<file path="src/rtl/dma_mc_pkg.sv">
package dma_mc_pkg;
  localparam int unsigned BIT_ME   = 0;
  localparam int unsigned BIT_NMI  = 1;
  localparam int unsigned BIT_AE   = 2;
  localparam int unsigned CTL_BITS = 3;
endpackage

</file>
<file path="src/rtl/dma_mc_rstsync.sv">
module dma_mc_rstsync #(
  parameter int unsigned STAGES = 2
) (
  input  logic clk,
  input  logic rst_n,
  output logic rst_sync_n
);
  logic [STAGES-1:0] sync_q;
  logic [STAGES-1:0] sync_d;

  always_comb begin
    sync_d = {sync_q[STAGES-2:0], 1'b1};
  end

  always_ff @(posedge clk or negedge rst_n) begin
    if (!rst_n) sync_q <= '0;
    else        sync_q <= sync_d;
  end

  assign rst_sync_n = sync_q[STAGES-1];
endmodule

</file>
<file path="src/rtl/dma_mc_flag.sv">
module dma_mc_flag (
  input  logic clk,
  input  logic rst_n,
  input  logic soft_rst,
  input  logic set_i,
  input  logic rd_acc,
  input  logic wr_acc,
  input  logic wbit,
  output logic flag_q,
  output logic flag_nx
);
  logic rd1_q, rd1_d;
  logic clr_ok;

  always_comb begin
    clr_ok = wr_acc & ~wbit & rd1_q;
    if (soft_rst)             rd1_d = 1'b0;
    else if (wr_acc)          rd1_d = 1'b0;
    else if (rd_acc & flag_q) rd1_d = 1'b1;
    else                      rd1_d = rd1_q;
    if (soft_rst) flag_nx = 1'b0;
    else          flag_nx = set_i | (flag_q & ~clr_ok);
  end

  always_ff @(posedge clk or negedge rst_n) begin
    if (!rst_n) begin
      flag_q <= 1'b0;
      rd1_q  <= 1'b0;
    end else begin
      flag_q <= flag_nx;
      rd1_q  <= rd1_d;
    end
  end

  AST_FLAG_FALL_NEEDS_READ: assert property (@(posedge clk) disable iff (!rst_n)
    ($fell(flag_q) && !$past(soft_rst)) |-> $past(rd1_q && wr_acc && !wbit));
  AST_SET_WINS: assert property (@(posedge clk) disable iff (!rst_n)
    (set_i && !soft_rst) |=> flag_q);
  AST_RD1_AFTER_READ: assert property (@(posedge clk) disable iff (!rst_n)
    (rd_acc && flag_q && !soft_rst) |=> rd1_q);
endmodule

</file>
<file path="src/rtl/dma_mc_gate.sv">
module dma_mc_gate #(
  parameter int unsigned NUM_CH = 4
) (
  input  logic              clk,
  input  logic              rst_n,
  input  logic              soft_rst,
  input  logic              me_nx,
  input  logic              ae_nx,
  input  logic              nmi_nx,
  input  logic              nmi,
  input  logic              unit_busy,
  input  logic [NUM_CH-1:0] ch_en,
  input  logic [NUM_CH-1:0] ch_te,
  output logic [NUM_CH-1:0] ch_permit,
  output logic              abort_req
);
  logic              drain_q, drain_d;
  logic              abort_d;
  logic [NUM_CH-1:0] permit_d;
  logic              base_ok;
  logic              keep_ok;

  always_comb begin
    drain_d = ~soft_rst & unit_busy & (nmi | drain_q);
    base_ok = me_nx & ~ae_nx & ~nmi_nx;
    keep_ok = drain_d & me_nx & ~ae_nx;
    abort_d = ~soft_rst & unit_busy & ~drain_d & (~me_nx | ae_nx | nmi_nx);
  end

  for (genvar c = 0; c < NUM_CH; c++) begin : g_ch
    logic ch_ok;
    always_comb begin
      ch_ok       = ch_en[c] & ~ch_te[c];
      permit_d[c] = ~soft_rst & ch_ok & (base_ok | (keep_ok & ch_permit[c]));
    end
  end

  always_ff @(posedge clk or negedge rst_n) begin
    if (!rst_n) begin
      drain_q   <= 1'b0;
      ch_permit <= '0;
      abort_req <= 1'b0;
    end else begin
      drain_q   <= drain_d;
      ch_permit <= permit_d;
      abort_req <= abort_d;
    end
  end

  AST_PERMIT_NEEDS_EN: assert property (@(posedge clk) disable iff (!rst_n)
    (ch_permit & ~$past(ch_en)) == '0);
  AST_PERMIT_NOT_TE: assert property (@(posedge clk) disable iff (!rst_n)
    (ch_permit & $past(ch_te)) == '0);
  AST_DRAIN_ENDS: assert property (@(posedge clk) disable iff (!rst_n)
    !unit_busy |=> !drain_q);
  AST_NO_ABORT_IN_DRAIN: assert property (@(posedge clk) disable iff (!rst_n)
    drain_q |-> !abort_req);
endmodule

</file>
<file path="src/rtl/dma_master_ctl.sv">
module dma_master_ctl #(
  parameter int unsigned NUM_CH = 4,
  parameter int unsigned DATA_W = 32
) (
  input  logic              clk,
  input  logic              rst_n,
  input  logic              soft_rst,
  input  logic              reg_sel,
  input  logic              reg_wr,
  input  logic [DATA_W-1:0] reg_wdata,
  output logic [DATA_W-1:0] rd_data,
  input  logic              addr_err,
  input  logic              nmi,
  input  logic              unit_busy,
  input  logic [NUM_CH-1:0] ch_en,
  input  logic [NUM_CH-1:0] ch_te,
  output logic [NUM_CH-1:0] ch_permit,
  output logic              abort_req
);
  import dma_mc_pkg::*;

  logic rst_sync_n;
  logic rd_acc, wr_acc;
  logic me_q, me_nx;
  logic ae_q, ae_nx;
  logic nmif_q, nmif_nx;
  logic [DATA_W-1:0] unused_wdata;

  assign unused_wdata = reg_wdata;

  dma_mc_rstsync #(.STAGES(2)) i_rstsync (
    .clk        (clk),
    .rst_n      (rst_n),
    .rst_sync_n (rst_sync_n)
  );

  always_comb begin
    rd_acc = reg_sel & ~reg_wr;
    wr_acc = reg_sel & reg_wr;
    if (soft_rst)    me_nx = 1'b0;
    else if (wr_acc) me_nx = reg_wdata[BIT_ME];
    else             me_nx = me_q;
  end

  always_ff @(posedge clk or negedge rst_sync_n) begin
    if (!rst_sync_n) me_q <= 1'b0;
    else             me_q <= me_nx;
  end

  dma_mc_flag i_flag_ae (
    .clk      (clk),
    .rst_n    (rst_sync_n),
    .soft_rst (soft_rst),
    .set_i    (addr_err),
    .rd_acc   (rd_acc),
    .wr_acc   (wr_acc),
    .wbit     (reg_wdata[BIT_AE]),
    .flag_q   (ae_q),
    .flag_nx  (ae_nx)
  );

  dma_mc_flag i_flag_nmi (
    .clk      (clk),
    .rst_n    (rst_sync_n),
    .soft_rst (soft_rst),
    .set_i    (nmi),
    .rd_acc   (rd_acc),
    .wr_acc   (wr_acc),
    .wbit     (reg_wdata[BIT_NMI]),
    .flag_q   (nmif_q),
    .flag_nx  (nmif_nx)
  );

  dma_mc_gate #(.NUM_CH(NUM_CH)) i_gate (
    .clk       (clk),
    .rst_n     (rst_sync_n),
    .soft_rst  (soft_rst),
    .me_nx     (me_nx),
    .ae_nx     (ae_nx),
    .nmi_nx    (nmif_nx),
    .nmi       (nmi),
    .unit_busy (unit_busy),
    .ch_en     (ch_en),
    .ch_te     (ch_te),
    .ch_permit (ch_permit),
    .abort_req (abort_req)
  );

  always_comb begin
    rd_data          = '0;
    rd_data[BIT_ME]  = me_q;
    rd_data[BIT_NMI] = nmif_q;
    rd_data[BIT_AE]  = ae_q;
  end

  AST_PERMIT_NEEDS_ME: assert property (@(posedge clk) disable iff (!rst_sync_n)
    (|ch_permit) |-> me_q);
  AST_AE_BLOCKS: assert property (@(posedge clk) disable iff (!rst_sync_n)
    ae_q |-> (ch_permit == '0));
  AST_AE_SETS: assert property (@(posedge clk) disable iff (!rst_sync_n)
    (addr_err && !soft_rst) |=> ae_q);
  AST_NMI_SETS: assert property (@(posedge clk) disable iff (!rst_sync_n)
    (nmi && !soft_rst) |=> nmif_q);
  AST_SOFT_RST: assert property (@(posedge clk) disable iff (!rst_sync_n)
    soft_rst |=> (!me_q && !ae_q && !nmif_q && ch_permit == '0));
  AST_ME_FOLLOWS_WRITE: assert property (@(posedge clk) disable iff (!rst_sync_n)
    (wr_acc && !soft_rst) |=> (me_q == $past(reg_wdata[BIT_ME])));
endmodule

</file>
<file path="config.mk">
export PLATFORM = sky130hd
export DESIGN_NAME = dma_master_ctl
export DESIGN_NICKNAME = d
export VERILOG_FILES = /design/src/rtl/dma_mc_pkg.sv /design/src/rtl/dma_mc_rstsync.sv /design/src/rtl/dma_mc_flag.sv /design/src/rtl/dma_mc_gate.sv /design/src/rtl/dma_master_ctl.sv
export SDC_FILE = /design/constraint.sdc
export NUM_CORES = 1
export LEC_CHECK = 0
export BUFFER_PORTS_ARGS = -buffer_cell sky130_fd_sc_hd__buf_2
export CORE_UTILIZATION = 37
export CTS_BUF_LIST = sky130_fd_sc_hd__clkbuf_16
export DETAILED_ROUTE_END_ITERATION = 10
export HOLD_SLACK_MARGIN = 0.05
export PLACE_DENSITY = 0.87
export SLEW_MARGIN = 30
export SYNTH_ARGS = -nofsm -noshare
export SYNTH_HDL_FRONTEND = slang
export SYNTH_SLANG_ARGS = --single-unit
</file>
<file path="constraint.sdc">
create_clock -name clk -period 0.8 [get_ports clk]
set_input_delay 0.04 -clock clk [delete_from_list [all_inputs] [get_ports clk]]
set_output_delay 0.04 -clock clk [all_outputs]
set_load 0.01 [all_outputs]
</file>
**Word-level counts from Yosys, hierarchy flattened**

Cells that the tools add are included.

- Muxes and demuxes: 10
- Bitwise operators: 57
- Reductions and logical operators: 2

Operator list:

| operator | count |
|---|---|
| bitwise AND 1 bit | 34 |
| inverter 1 bit | 14 |
| 2-to-1 mux 1 bit | 10 |
| OR 1 bit | 9 |
| nonzero test 3 bit | 2 |

- Bits in registers: 13
- Bits of input ports: 48
- Output and inout port bits: 37
- Word-level logic and storage cells: 78

**Depth between registers and ports, before layout**

- Depth in word-level cells: 12
- Mapped depth: 3
- Gate-level depth less buffers: 3

**Cells and area by module**

A second synthesis with hierarchy kept.

- Cells, all modules: 77
- Area total of the unflattened synthesis: 807.0 µm²

By module, submodules not included:

| module | instances | cells an instance | area each (µm²) |
|---|---|---|---|
| dma_master_ctl | 1 | 39 | 309.0 |
| dma_mc_gate | 1 | 21 | 286.5 |
| dma_mc_flag | 2 | 7 | 78.8 |
| dma_mc_rstsync | 1 | 3 | 53.8 |

**Worst setup path before layout**

OpenSTA, ideal clock, no wires.

- Kind: flip-flop to flip-flop
- Start: reg i_flag_ae.rd1_q
- End: reg i_gate.abort_req
- Data arrival time: 1.045 ns
- Slack: -0.373 ns
- Stages on the path, launching flop included: 4
- Path buffers: 0
- Clock period less this slack: 1.173 ns
- Path through: dfrtp_1 > nand4b_1 > a21o_2 > o311a_2

- Cells in the longest elaborated chain, start to end: 8

Ends and longest elaborated chain:

| item | RTL line | text |
|---|---|---|
| from (decl) | dma_mc_flag.sv:12 | `logic rd1_q, rd1_d;` |
| from (signal assigned) | dma_mc_flag.sv:31 | `rd1_q <= rd1_d;` |
| bitwise AND 1 bit | dma_mc_flag.sv:16 | `clr_ok = wr_acc & ~wbit & rd1_q;` |
| inverter 1 bit | dma_mc_flag.sv:22 | `else flag_nx = set_i \| (flag_q & ~clr_ok);` |
| bitwise AND 1 bit | dma_mc_flag.sv:22 |  |
| OR 1 bit | dma_mc_flag.sv:22 |  |
| 2-to-1 mux 1 bit | dma_mc_flag.sv:21 | `if (soft_rst) flag_nx = 1'b0;` |
| OR 1 bit (2 in series) | dma_mc_gate.sv:27 | `abort_d = ~soft_rst & unit_busy & ~drain_d & (~me_nx \| ae_nx \| nmi_nx);` |
| bitwise AND 1 bit | dma_mc_gate.sv:27 |  |
| net i_gate.abort_d | dma_mc_gate.sv:18 | `logic abort_d;` |
| to (signal assigned) | dma_mc_gate.sv:46 | `abort_req <= abort_d;` |
| to (decl) | dma_mc_gate.sv:15 | `output logic abort_req` |

The timed path passes the listed nets, and every way through them passes these cells.
A chain may end at the register's enable or synchronous reset.

**Worst setup path after layout**

- Start: reg i_flag_nmi.rd1_q
- End: reg i_gate.abort_req

- Cells in the longest elaborated chain, start to end: 7

Ends and longest elaborated chain:

| item | RTL line |
|---|---|
| from (decl) | dma_mc_flag.sv:12 |
| from (signal assigned) | dma_mc_flag.sv:31 |
| bitwise AND 1 bit | dma_mc_flag.sv:16 |
| inverter 1 bit | dma_mc_flag.sv:22 |
| bitwise AND 1 bit | dma_mc_flag.sv:22 |
| OR 1 bit | dma_mc_flag.sv:22 |
| 2-to-1 mux 1 bit | dma_mc_flag.sv:21 |
| OR 1 bit | dma_mc_gate.sv:27 |
| bitwise AND 1 bit | dma_mc_gate.sv:27 |
| net i_gate.abort_d | dma_mc_gate.sv:18 |

The timed path passes the listed nets, and every way through them passes these cells.

==> reports/results.tsv <==
stage	metric	value	unit
place	final RePlAce weighted congestion	0.798	
die	die width	49.1	microns
sta	period utilisation layout	1.53	
setup_path	cell family with most CP delay	compound AO/OA/AOI/OAI gates	
sta	final hold vios	0	
cells_and_area	share of layout cells above drive strength 1	0.450	
setup_path	flop2flop setup slack	-0.43	ns
cells_and_area	n_diodes	0	
route	via count	632	
setup_path	Critical Path AT	1.35	ns
global_route	vias in the first global route	602	
synthesis	Synth cell types	19	
place	dpl hpwl	1270	microns
cells_and_area	# fillers	173	
place	Place WS	-0.418	ns
setup_path	CP Data Required Time	0.92	ns
setup_path	crit path capture type	flop	
setup_path	CP Buf/Inv Count	0	
synthesis	Synth area leader	dfrtp_1	
synthesis	top cells by area, synth	dfrtp_1, buf_4, a2111oi_2	
sta	setup violators final	18	
cells_and_area	Area Growth Syn to Fin	45.3	%
sta	Worst Skew	0.00193	ns
clocking	# clock sinks	13	
route	final WL	1750	microns
setup_path	CP Launch Type	flop	
route	Post-DRT Antenna Nets	0	
run_status	failing checks	negative setup slack	
synthesis	Synth top area share	0.396	
die	core footprint	2020	sq um
synthesis	synthesis-stage register bit count	13	
cells_and_area	most common cell after layout, fill and taps aside	conb_1	
clocking	worst-skew pair later-pin latency	0.24	ns
setup_path	worst reg2reg path depth	3	
die	Ports	85	
clocking	CTS HTree Levels	1	
route	DRT iter0 DRCs	14	
synthesis	cell count after synthesis	79	
die	area of the die	2410	sq um
clocking	Max Buffers Root-to-Sink	2	
global_route	largest net degree at the start of global routing	12	
hold_path	Hold Path Class	in2async	
setup_path	FF-to-FF End	i_gate.abort_req$_DFF_PN0_	
synthesis	Mapped Area	821	sq um
job	max cap viols	0	
sta	crit path time final	1.23	ns
setup_path	crit-path max cell delay	0.36	ns
setup_path	Worst Setup SP	i_flag_nmi.rd1_q$_DFFE_PN0P_	
clocking	CTS buffer count	3	
route	drt first pass iters	4	
pwr	Power Density	1640	nW/um^2
sta	Pins Over Slew Limit	0	
global_route	initial antenna violation count	0	
setup_path	Critical R2R Launch	i_flag_nmi.rd1_q$_DFFE_PN0P_	
die	Starting Density	0.406	
cells_and_area	fin nets	169	
sta	RSZ-0062 raised after global routing	yes	
route	post-DR wirelength/cell	11.9	microns
global_route	Total Routing Usage GR	0.158	
route	drt drc	0	
synthesis	Seq/Total Area, Yosys	0.396	
pwr	IR Drop Worst-Case VDD	0.927	mV
pwr	leak pwr	0.593	nW
cells_and_area	final core occ	0.590	
synthesis	Syn Area/Cell	10.4	sq um
setup_path	CP Cell Sequence	nand4b_1 -> a21o_4 -> o311a_4	
setup_path	slowest cell on the critical path	o311a_4	
die	DIE HEIGHT	49.1	microns
clocking	CTS tree	done	
cells_and_area	commonest cells after routing, fill and taps aside	conb_1, buf_2, buf_6	
sta	Fmax achieved	814	MHz
place	port bufs	26	
route	via/cell ratio	4.30	
global_route	total gr overflow	0	
clocking	clock tree root driver cell	clkbuf_16	
run_status	run status	finished, violations left	
sta	Fin Hold WS	0.115	ns
global_route	first-pass GRT wire length	2780	microns
clocking	clk slew on worst S/H paths	0.04	ns
die	Row Count	16	
synthesis	Warnings, synthesis	0	
setup_path	CP max FO	6	
setup_path	class of the most critical setup path	reg2reg	
sta	worst setup margin	-0.428	ns
-- repair_timing --
item	4_1_cts	5_1_grt
gates resized for setup	19	3
hold endpoints to repair	2	0
pin swaps	4	3
buffers inserted	2	1
hold buffers	1	0
endpoints found under the setup margin	18	19
-- metrics by stage --
step           instance area (sq um)  cells  setup TNS (ns)  power [W]
4_1_cts                         1160    147           -3.16    0.00195
6_report                        1190    147           -3.17    0.00195
5_1_grt                         1190    147           -3.79    0.00207
3_3_place_gp                     960    141           -2.05   0.000971
2_1_floorplan                    938    107           -1.74   0.000977
3_5_place_dp                     960    141           -2.51   0.000982
-- area by class of cell --
cell class | instances | area [sq um] | share of cell area
multi-input cells | 60 | 432 | 0.362
clock inverters | 1 | 3.75 | 0.00315
clock buffers | 3 | 75.1 | 0.0630
flip-flops and latches | 13 | 325 | 0.273
well taps | 27 | 33.8 | 0.0283
inverters | 2 | 7.51 | 0.00630
repair buffers | 41 | 315 | 0.264
-- cells by family (layout without fill, tap and decap cells) --
group	count (synthesis)	in the layout	share of synthesized area
buf+inv	34	47	0.302
simple gates	20	20	0.152
flops	13	13	0.396
compound gates	10	10	0.140
other cells	2	30	0.00915
-- synth_stat cells --
cell	n
buf_4	32
a2111oi_2	4
and2_4	1
conb_1	2
nand4b_1	3
dfrtp_1	13
or2_2	1
o311a_2	1
nor3_1	2
nand2b_1	4
nand3_1	4
and2_1	1
nor2b_1	3
a21o_1	1
a21o_2	1
o31a_4	1
inv_1	2
a21oi_1	2
nor2_1	1
-- power breakdown --
group / switching, W / total, W / internal [W]
Combinational: 0.000182 / 0.000328 / 0.000146
Sequential: 0.0000240 / 0.000708 / 0.000684
Clock: 0.000261 / 0.000918 / 0.000658
-- registers in the layout, indices dropped and copies added (netlist names) --
signal / cells
me_q: 1
i_flag_ae.flag_q: 1
i_gate.ch_permit: 4
i_rstsync.sync_q: 2
i_flag_nmi.flag_q: 1
i_flag_nmi.rd1_q: 1
i_gate.drain_q: 1
i_gate.abort_req: 1
i_flag_ae.rd1_q: 1
-- routing by layer --
| metal | global-route usage | share of wire | routed length (microns) | vias up |
|---|---|---|---|---|
| met4 | 0.0784 | 0.022 | 38 | 0 |
| met2 | 0.274 | 0.52 | 899 | 52 |
| met5 | 0 | 0 | 0 | - |
| met1 | 0.177 | 0.39 | 676 | 289 |
| li1 | - | - | - | 286 |
| met3 | 0.0405 | 0.075 | 131 | 5 |
-- worst max path at each step --
stage                                          endpoint  slack, ns  depth (start not counted)
final                        i_gate.abort_req$_DFF_PN0_      -0.43                          3
after global routing         i_gate.abort_req$_DFF_PN0_      -0.46                          3
after CTS                    i_gate.abort_req$_DFF_PN0_      -0.40                          3
after detailed placement  i_gate.ch_permit[2]$_DFF_PN0_      -0.42                          4
after global placement       i_gate.abort_req$_DFF_PN0_      -0.36                          3
after floorplan              i_gate.abort_req$_DFF_PN0_      -0.33                          3
-- worst reg2reg max path, cell delays in order, from the launching register on --
cell,delay (ns)
dfrtp_1,0.34
nand4b_1,0.12
a21o_4,0.28
o311a_4,0.37
No activity file was read; power rests on OpenSTA's default activity.
